### src/rtl/ntt4_pkg.sv
package ntt4_pkg;

    localparam int unsigned WORD_W     = 64;
    localparam int unsigned LANES      = 4;
    localparam int unsigned HALF       = LANES / 2;
    localparam int unsigned ROOT_SHIFT = 48;          // w = 2^48, fourth root of unity
    localparam int unsigned WIDE_W     = 2 * WORD_W;
    localparam int unsigned FOLD_W     = WORD_W + 3;

    typedef logic [WORD_W-1:0] word_t;

    localparam word_t MODP = 64'hFFFF_FFFF_0000_0001;

    // reduce any 128-bit value modulo p using 2^64 = 2^32 - 1 and 2^96 = -1
    function automatic word_t fold_wide(input logic [WIDE_W-1:0] v);
        logic [FOLD_W-1:0] q3, q2, q1, q0, t;
        logic [WORD_W+1:0] u;
        logic [2:0]        hi;
        q3 = {35'd0, v[127:96]};
        q2 = {35'd0, v[95:64]};
        q1 = {35'd0, v[63:32]};
        q0 = {35'd0, v[31:0]};
        t  = ((q2 + q1) << 32) + q0 + {2'b00, MODP, 1'b0} - q3 - q2;
        hi = t[FOLD_W-1:WORD_W];
        u  = {2'b00, t[WORD_W-1:0]} + ({63'd0, hi} << 32) - {63'd0, hi};
        if (u >= {2'b00, MODP})
            u = u - {2'b00, MODP};
        return u[WORD_W-1:0];
    endfunction

    function automatic word_t mod_add(input word_t x, input word_t y);
        logic [WORD_W:0] s;
        s = {1'b0, x} + {1'b0, y};
        if (s >= {1'b0, MODP})
            s = s - {1'b0, MODP};
        return s[WORD_W-1:0];
    endfunction

    function automatic word_t mod_sub(input word_t x, input word_t y);
        word_t r;
        if (x >= y)
            r = x - y;
        else
            r = x + (MODP - y);
        return r;
    endfunction

endpackage

### src/rtl/ntt4_shift.sv
module ntt4_shift
    import ntt4_pkg::*;
#(
    parameter int unsigned SHIFT = 0
) (
    input  word_t op_in,
    output word_t op_out
);
    generate
        if (SHIFT == 0) begin : g_pass
            assign op_out = op_in;
        end else begin : g_fold
            logic [WIDE_W-1:0] widened;
            assign widened = {{WORD_W{1'b0}}, op_in} << SHIFT;
            assign op_out  = fold_wide(widened);
        end
    endgenerate
endmodule

### src/rtl/ntt4_bfly.sv
module ntt4_bfly
    import ntt4_pkg::*;
#(
    parameter int unsigned TW_SHIFT = 0
) (
    input  word_t lo_in,
    input  word_t hi_in,
    output word_t sum_out,
    output word_t dif_out
);
    word_t twisted;

    ntt4_shift #(.SHIFT(TW_SHIFT)) u_tw (
        .op_in  (hi_in),
        .op_out (twisted)
    );

    always_comb begin
        sum_out = mod_add(lo_in, twisted);
        dif_out = mod_sub(lo_in, twisted);
    end
endmodule

### src/rtl/ntt4_kernel.sv
module ntt4_kernel
    import ntt4_pkg::*;
#(
    parameter bit OUT_REG = 1'b1
) (
    input  logic        clk,
    input  logic        rst_n,
    input  logic        in_valid,
    input  logic [63:0] s0,
    input  logic [63:0] s1,
    input  logic [63:0] s2,
    input  logic [63:0] s3,
    output logic        out_valid,
    output logic [63:0] f0,
    output logic [63:0] f1,
    output logic [63:0] f2,
    output logic [63:0] f3
);
    logic [LANES-1:0][WORD_W-1:0] stage_in;
    logic [LANES-1:0][WORD_W-1:0] mid;
    logic [LANES-1:0][WORD_W-1:0] res;
    logic [LANES-1:0][WORD_W-1:0] held;
    logic                         valid_q;

    assign stage_in = {s3, s2, s1, s0};

    // first layer: (s0,s2) and (s1,s3), unit twiddle
    for (genvar j = 0; j < HALF; j++) begin : g_layer1
        ntt4_bfly #(.TW_SHIFT(0)) u_bf (
            .lo_in   (stage_in[j]),
            .hi_in   (stage_in[j+HALF]),
            .sum_out (mid[2*j]),
            .dif_out (mid[2*j+1])
        );
    end

    // second layer: twiddle 1 on even pair, w = 2^48 on odd pair
    for (genvar j = 0; j < HALF; j++) begin : g_layer2
        ntt4_bfly #(.TW_SHIFT(j * ROOT_SHIFT)) u_bf (
            .lo_in   (mid[j]),
            .hi_in   (mid[j+HALF]),
            .sum_out (res[j]),
            .dif_out (res[j+HALF])
        );
    end

    generate
        if (OUT_REG) begin : g_reg
            always_ff @(posedge clk or negedge rst_n) begin
                if (!rst_n) begin
                    valid_q <= 1'b0;
                    held    <= '0;
                end else begin
                    valid_q <= in_valid;
                    if (in_valid)
                        held <= res;
                end
            end

            assert_valid_follow_R6: assert property (@(posedge clk) disable iff (!rst_n)
                in_valid |=> out_valid);
            assert_idle_drop_R8: assert property (@(posedge clk) disable iff (!rst_n)
                !in_valid |=> !out_valid);
            assert_hold_R8: assert property (@(posedge clk) disable iff (!rst_n)
                !in_valid |=> ($stable(f0) && $stable(f1) && $stable(f2) && $stable(f3)));
            assert_out_reduced_R5: assert property (@(posedge clk) disable iff (!rst_n)
                out_valid |-> (f0 < MODP && f1 < MODP && f2 < MODP && f3 < MODP));
            assert_mid_reduced_R5: assert property (@(posedge clk) disable iff (!rst_n)
                in_valid |-> (mid[0] < MODP && mid[1] < MODP && mid[2] < MODP && mid[3] < MODP));
            assert_dc_bin_R1: assert property (@(posedge clk) disable iff (!rst_n)
                in_valid |=> f0 == mod_add(mod_add($past(s0), $past(s1)),
                                           mod_add($past(s2), $past(s3))));
            assert_alt_bin_R3: assert property (@(posedge clk) disable iff (!rst_n)
                in_valid |=> f2 == mod_sub(mod_add($past(s0), $past(s2)),
                                           mod_add($past(s1), $past(s3))));
        end else begin : g_comb
            assign valid_q = in_valid;
            assign held    = res;
        end
    endgenerate

    assign out_valid = valid_q;
    assign f0        = held[0];
    assign f1        = held[1];
    assign f2        = held[2];
    assign f3        = held[3];
endmodule

### config.mk
export PLATFORM = sky130hd
export DESIGN_NAME = ntt4_kernel
export DESIGN_NICKNAME = d
export VERILOG_FILES = /design/src/rtl/ntt4_pkg.sv /design/src/rtl/ntt4_shift.sv /design/src/rtl/ntt4_bfly.sv /design/src/rtl/ntt4_kernel.sv
export SDC_FILE = /design/constraint.sdc
export NUM_CORES = 2
export LEC_CHECK = 0
export CORE_AREA = 2 2 556 558
export DETAILED_ROUTE_END_ITERATION = 8
export DIE_AREA = 0 0 558 560
export PLACE_DENSITY = 0.45
export SYNTH_ARGS = -nofsm -noshare
export SYNTH_HDL_FRONTEND = slang
export SYNTH_SLANG_ARGS = --single-unit
### constraint.sdc
create_clock -name clk -period 2 [get_ports clk]
set_input_delay 0.2 -clock clk [delete_from_list [all_inputs] [get_ports clk]]
set_output_delay 0.2 -clock clk [all_outputs]
set_load 0.02 [all_outputs]
# == After elaboration in Yosys (flattened, before gate mapping) ==
# Cells that the tools add are included.
# word_totals
ff_bits,257
# op_classes
n_addsub,27
magnitude_cmp,9
mux,9
# ops
op,count
two-way mux 64 bit,9
subtractor 64 bit (second input constant),5
adder 64 x 64 -> 65 bit,4
>= comparator 65 x 64 -> 1 bit (second input constant),4
adder 64 bit,4
>= comparator 64 bit,4
subtractor 64 bit,4
subtractor 64 bit (first input constant),4
subtractor 66 x 16 -> 67 bit,1
subtractor 67 x 32 -> 67 bit,1
adder 65 x 65 -> 66 bit (second input constant),1
>= comparator 66 x 64 -> 1 bit (second input constant),1
subtractor 65 x 3 -> 66 bit,1
adder 64 x 35 -> 65 bit,1
adder 32 x 32 -> 33 bit,1

# == Longest topological paths before layout ==
# depth
ltp_word,14
ltp_mapped,82
mapped_depth_nobuf,77

# == Cells and area by module ==
# A second synthesis with hierarchy kept.
# hier_totals
hier_cells,11599
hier_area_um2,82949.6
# modules_own_cells
mod,cells_per_inst,area_each_um2,instances,seq_area_each_um2
ntt4_bfly (g_layer1[1].u_bf ...),2309,15263.4,3,0.0
ntt4_bfly (g_layer1[0].u_bf),2286,15362.2,1,0.0
ntt4_shift (g_layer2[1].u_bf.u_tw),1653,10736.5,1,0.0
ntt4_kernel,541,9619.2,1,6431.2
ntt4_shift (g_layer1[0].u_bf.u_tw ...),64,480.5,3,0.0

# == Least setup slack after synthesis ==
# Ideal clock, no wire load.
# synth_timing
path_kind,input to register
startpoint,input port s3[10]
endpoint,register held (netlist bit f1[30])
setup_ns,0.125
path_slack_ns,-15.151
path_buffers,4
cell_stages,70
arrival_time_ns,17.026
cell_sequence,inv_1 -> ha_1 -> fa_1 -> or3_1 -> a311oi_1 -> a21oi_1 -> a32oi_1 -> a2111oi_0 -> or2_0 -> clkbuf_1 -> a211o_1 -> a41o_1 -> a221o_1 -> a21o_1 -> a21oi_1 -> o21bai_1 -> a21oi_1 -> xnor2_1 -> (+34 left out) -> ha_1 -> nand2b_1 -> or2_2 -> nor2_1 -> o2111ai_1 -> a211oi_2 -> o21ai_1 -> a2111oi_2 -> o21ai_0 -> xnor2_1 -> nor4_1 -> and3_1 -> a31oi_1 -> clkbuf_1 -> or3_1 -> or3_1 -> xor2_1 -> mux2_2
# synth_between
elab_chain_len,14
word_cells_on_any_way,18
# synth_lines
item,line,rtl
from (decl),ntt4_kernel.sv:12,"input logic [63:0] s3,"
subtractor 64 bit,ntt4_pkg.sv:44,r = x + (MODP - y);
adder 64 bit,ntt4_pkg.sv:44,
two-way mux 64 bit (*),ntt4_pkg.sv:41,if (x >= y)
adder 32 x 32 -> 33 bit,ntt4_pkg.sv:23,"t = ((q2 + q1) << 32) + q0 + {2'b00, MODP, 1'b0} - q3 - q2;"
adder 65 x 65 -> 66 bit,ntt4_pkg.sv:23,
subtractor 66 x 16 -> 67 bit,ntt4_pkg.sv:23,
subtractor 67 x 32 -> 67 bit (*),ntt4_pkg.sv:23,
adder 64 x 35 -> 65 bit,ntt4_pkg.sv:25,"u = {2'b00, t[WORD_W-1:0]} + ({63'd0, hi} << 32) - {63'd0, hi};"
subtractor 65 x 3 -> 66 bit (*),ntt4_pkg.sv:25,
>= comparator 66 x 64 -> 1 bit or subtractor 64 bit (tied branches),"ntt4_pkg.sv:26, ntt4_pkg.sv:27",
two-way mux 64 bit (*),ntt4_pkg.sv:26,"if (u >= {2'b00, MODP})"
adder 64 x 64 -> 65 bit (*),ntt4_pkg.sv:33,"s = {1'b0, x} + {1'b0, y};"
subtractor 64 bit or >= comparator 65 x 64 -> 1 bit (tied branches),"ntt4_pkg.sv:35, ntt4_pkg.sv:34",
two-way mux 64 bit (*),ntt4_pkg.sv:34,"if (s >= {1'b0, MODP})"
to (signal assigned),ntt4_kernel.sv:56,held <= res;
to (decl),ntt4_kernel.sv:22,logic [LANES-1:0][WORD_W-1:0] held;
# Mark *: on every way between the ends. The rest lies on a longest branch, timed or not.
# A chain may end at the register's enable or synchronous reset.

# == Final worst setup path ==
# layout_timing
startpoint,input port s1[1]
endpoint,register held (netlist bit f1[30])
# layout_between
elab_chain_len,13
word_cells_on_any_way,17
# layout_lines
item,line,rtl
from (decl),ntt4_kernel.sv:10,"input logic [63:0] s1,"
"adder 64 bit, or another cell as far along",ntt4_pkg.sv:44,
two-way mux 64 bit (*),ntt4_pkg.sv:41,
adder 32 x 32 -> 33 bit,ntt4_pkg.sv:23,
adder 65 x 65 -> 66 bit,ntt4_pkg.sv:23,
subtractor 66 x 16 -> 67 bit,ntt4_pkg.sv:23,
subtractor 67 x 32 -> 67 bit (*),ntt4_pkg.sv:23,
adder 64 x 35 -> 65 bit,ntt4_pkg.sv:25,
subtractor 65 x 3 -> 66 bit (*),ntt4_pkg.sv:25,
>= comparator 66 x 64 -> 1 bit or subtractor 64 bit (tied branches),"ntt4_pkg.sv:26, ntt4_pkg.sv:27",
two-way mux 64 bit (*),ntt4_pkg.sv:26,
adder 64 x 64 -> 65 bit (*),ntt4_pkg.sv:33,
subtractor 64 bit or >= comparator 65 x 64 -> 1 bit (tied branches),"ntt4_pkg.sv:35, ntt4_pkg.sv:34",
two-way mux 64 bit (*),ntt4_pkg.sv:34,
# Marked as above.

==> flow_summary_export.csv <==
group,metric,value,unit
floorplan,fp.coreArea,0.3071,sq mm
run_status,status,"finished, violations left",
sta,skew,0,ps
finish,multi_input_area,0.06812,sq mm
clock_network,cts_tree,"yes",
hold_path,min_path_type,"input port to async pin",
grt,overflow,0,
floorplan,die_y,560,um
sta,hold_violations,0,
clock_network,numCtsBuffers,30,
critical_path,reg2reg_slack,1140,ps
sta,setup_viol_count_final,283,
route,via_per_inst,4.795,
logic_synthesis,synth_area,0.07629,sq mm
grt,grt_pass1_wl,603.2,mm
route,wl,417.7,mm
grt,antenna_found_initial,57,
clock_network,cts.sinks,257,
placed_design,routabilityCongestion,1.002,
critical_path,cp_slowest_cell,"a211oi_4",
sta,tightestPinTransition,1359,ps
logic_synthesis,synth_cells,10700,
run_status,violations,"setup timing",
finish,fillCellCount,32010,
finish,regArea,0.006431,sq mm
placed_design,numPortBuffers,515,
critical_path,cp_slowest_stage_delay,460,ps
run,maxCapViolations,0,
route,vias,96750,
sta,fin_ws,-13980,ps
floorplan,dieArea,0.3125,sq mm
clock_network,ctsHtreeMaxLevel,1,
placed_design,placedInstanceArea,0.1233,sq mm
route,ant_nets,0,
critical_path,start_kind,"input port",
clock_network,clock-root-buffer,"clkbuf_16",
logic_synthesis,ys_seq_elements,257,
route,firstDrtPassIters,5,
logic_synthesis,synth-main-ff-cell,"dfrtp_1",
finish,drive_above_1_share,37.82,%
critical_path,critPathKind,"input port to register",
sta,fin_tns_setup,-2827800,ps
grt,grt_use_total,25.53,%
finish,syn2layout_area_growth,70.25,%
sta,fin_crit_sh,799.2,%
critical_path,worstPathArrival,16530,ps
critical_path,critPathCapture,"f1[30]",
critical_path,end_kind,"register",
placed_design,dp.final_hpwl,370.6,mm
critical_path,required,2550,ps
clock_network,clk_latency,670,ps
critical_path,cpMostUsedCell,"or3_4",
finish,fin_area,0.1299,sq mm
critical_path,rr_endpoint,"f1[63]",
logic_synthesis,avgSynthCellArea,7.130,sq um
logic_synthesis,synth_edf_count,0,
sta,rsz0062_at_grt,"yes",
sta,slew_headroom,8.778,%
floorplan,num_rows,204,
floorplan,initial_core_util,24.85,%
grt,grt_max_degree,98,
clock_network,path_clk_slew,70,ps
critical_path,reg2reg_depth,2,
logic_synthesis,yosysUniqueCellTypes,117,
logic_synthesis,synth_seq_area_share,8.430,%
critical_path,crit_path_start,"s1[1]",
sta,drv_slew,0,
floorplan,die_w,558,um
logic_synthesis,synth_warnings,0,
route,drc,0,
route,drtIter0Drc,6783,
route,drt-wirelength-per-cell,20.70,um
finish,fin_nets,17460,
sta,fmax,62.56,MHz
grt,grt_pass1_vias,94390,
logic_synthesis,synth_async_sr_flop_share,100.0,%
critical_path,worstPathMaxFanout,5,
sta,period_needed,15980,ps
clock_network,clock_path_buffers,3,
logic_synthesis,synth_fp_nets,12160,
floorplan,io_pins,516,
critical_path,r2r-start,"f1[63]",
==> timing repair <==
| action | CTS | global route |
|---|---|---|
| setup endpoints to repair | 285 | 284 |
| pin swaps | 197 | 246 |
| endpoints found under the hold margin | 182 | 0 |
| cloned | 1 | 10 |
| buffers inserted | 128 | 96 |
| hold buffers | 2 | 0 |
| gates resized for setup | 520 | 436 |
==> cell families after synthesis <==
group / Yosys count / synth area share (%)
AND/OR/NAND/NOR: 3261 / 21.13
buffers and inverters: 1543 / 7.778
XOR/XNOR: 1213 / 13.94
flip-flops: 257 / 8.430
AO/OA/AOI/OAI: 3125 / 26.28
multiplexers: 103 / 1.469
adder cells (fa/ha/maj): 1198 / 20.97
==> sequential cells by signal (all words and copies together) (netlist names) <==
register / flops
out_valid: 1
f1: 64
f0: 64
f3: 64
f2: 64
==> area by class of cell <==
type                       instances  share of cell area (%)
timing repair buffer            5662                   34.42
inverter                        1148                   3.338
antenna                           34                 0.06550
tap                             4120                   3.969
multi-input combinational       8903                   52.44
clock inverter                    16                  0.1657
clock buffer                      38                  0.6483
sequential                       257                   4.951
==> layout by cell type, fill, tap and decap left out, types with 72 or more instances in the layout <==
| master | count |
|---|---|
| nand4_1 | 152 |
| nor2b_1 | 107 |
| dfrtp_1 | 257 |
| nor4_1 | 98 |
| o21ai_1 | 72 |
| fa_1 | 109 |
| a31oi_1 | 100 |
| nand3_1 | 220 |
| buf_6 | 74 |
| or3_1 | 84 |
| nand2_1 | 596 |
| a21oi_1 | 1032 |
| xnor2_1 | 825 |
| and3_1 | 89 |
| buf_4 | 5013 |
| o31ai_1 | 97 |
| o211ai_1 | 121 |
| a21o_1 | 297 |
| clkdlybuf4s50_1 | 455 |
| o21bai_1 | 188 |
| ha_1 | 994 |
| inv_1 | 1070 |
| nor3_1 | 242 |
| nand2b_1 | 128 |
| o21a_1 | 84 |
| a211oi_1 | 72 |
| nor2_1 | 1025 |
| o21ai_0 | 439 |
| xor2_1 | 330 |
==> per-layer routing <==
layer	GRT usage [%]	wire [um]	part of all wire (%)
met3	3.598	23210	5.6
met4	10.05	19000	4.5
met1	33.60	187100	45
met5	0	161	0.039
met2	41.67	188200	45
==> cell usage after synthesis (109+ instances only) <==
cell type | n | area share, %
dfrtp_1 | 257 | 8.4
xnor2_1 | 864 | 9.9
ha_1 | 1064 | 17
a21oi_1 | 1102 | 7.2
o21bai_1 | 191 | 1.9
inv_1 | 1101 | 5.4
fa_1 | 134 | 3.5
o211ai_1 | 121 | 1.2
o21ai_0 | 506 | 3.3
nor3_1 | 271 | 1.8
o31ai_1 | 109 | 1.1
nor4_1 | 112 | 0.92
nand4_1 | 152 | 1.2
xor2_1 | 347 | 4.0
nand3_1 | 231 | 1.5
a21o_1 | 298 | 2.9
clkbuf_1 | 303 | 1.5
nor2b_1 | 120 | 0.98
nand2_1 | 618 | 3.0
nor2_1 | 1083 | 5.3
nand2b_1 | 138 | 1.1
==> worst max-delay path: cells and delay by family <==
kind	cells	cell delay [ps]
compound gates	31	6910
simple gates	19	4640
fa+ha+maj	9	2350
buf+inv	11	1270
xor+xnor	5	800
mux	1	250
==> stage by stage <==
stage          cells  utilization [%]  hold WS (ps)  setup slack (ps)
2_1_floorplan  10700                -        -95.59            -13450
3_3_place_gp   19870            40.17         217.3            -15660
3_5_place_dp   19870            40.17         220.5            -16130
4_1_cts        20050            41.44         92.69            -13810
5_1_grt        20160            42.28         120.1            -14490
6_report       20180            42.30         110.3            -13980
==> worst min path at each step <==
stage	to	slack [ps]	depth (start not counted)
floorplan	f0[0]	-100	0
global placement	f3[9]	220	1
detailed placement	f2[3]	220	1
CTS	f3[10]	90	2
global route	f3[10]	120	2
finish	f3[10]	110	2
Power is not shown: default switching activity piles up to over one toggle a cycle in this logic, so the estimate is an artifact.
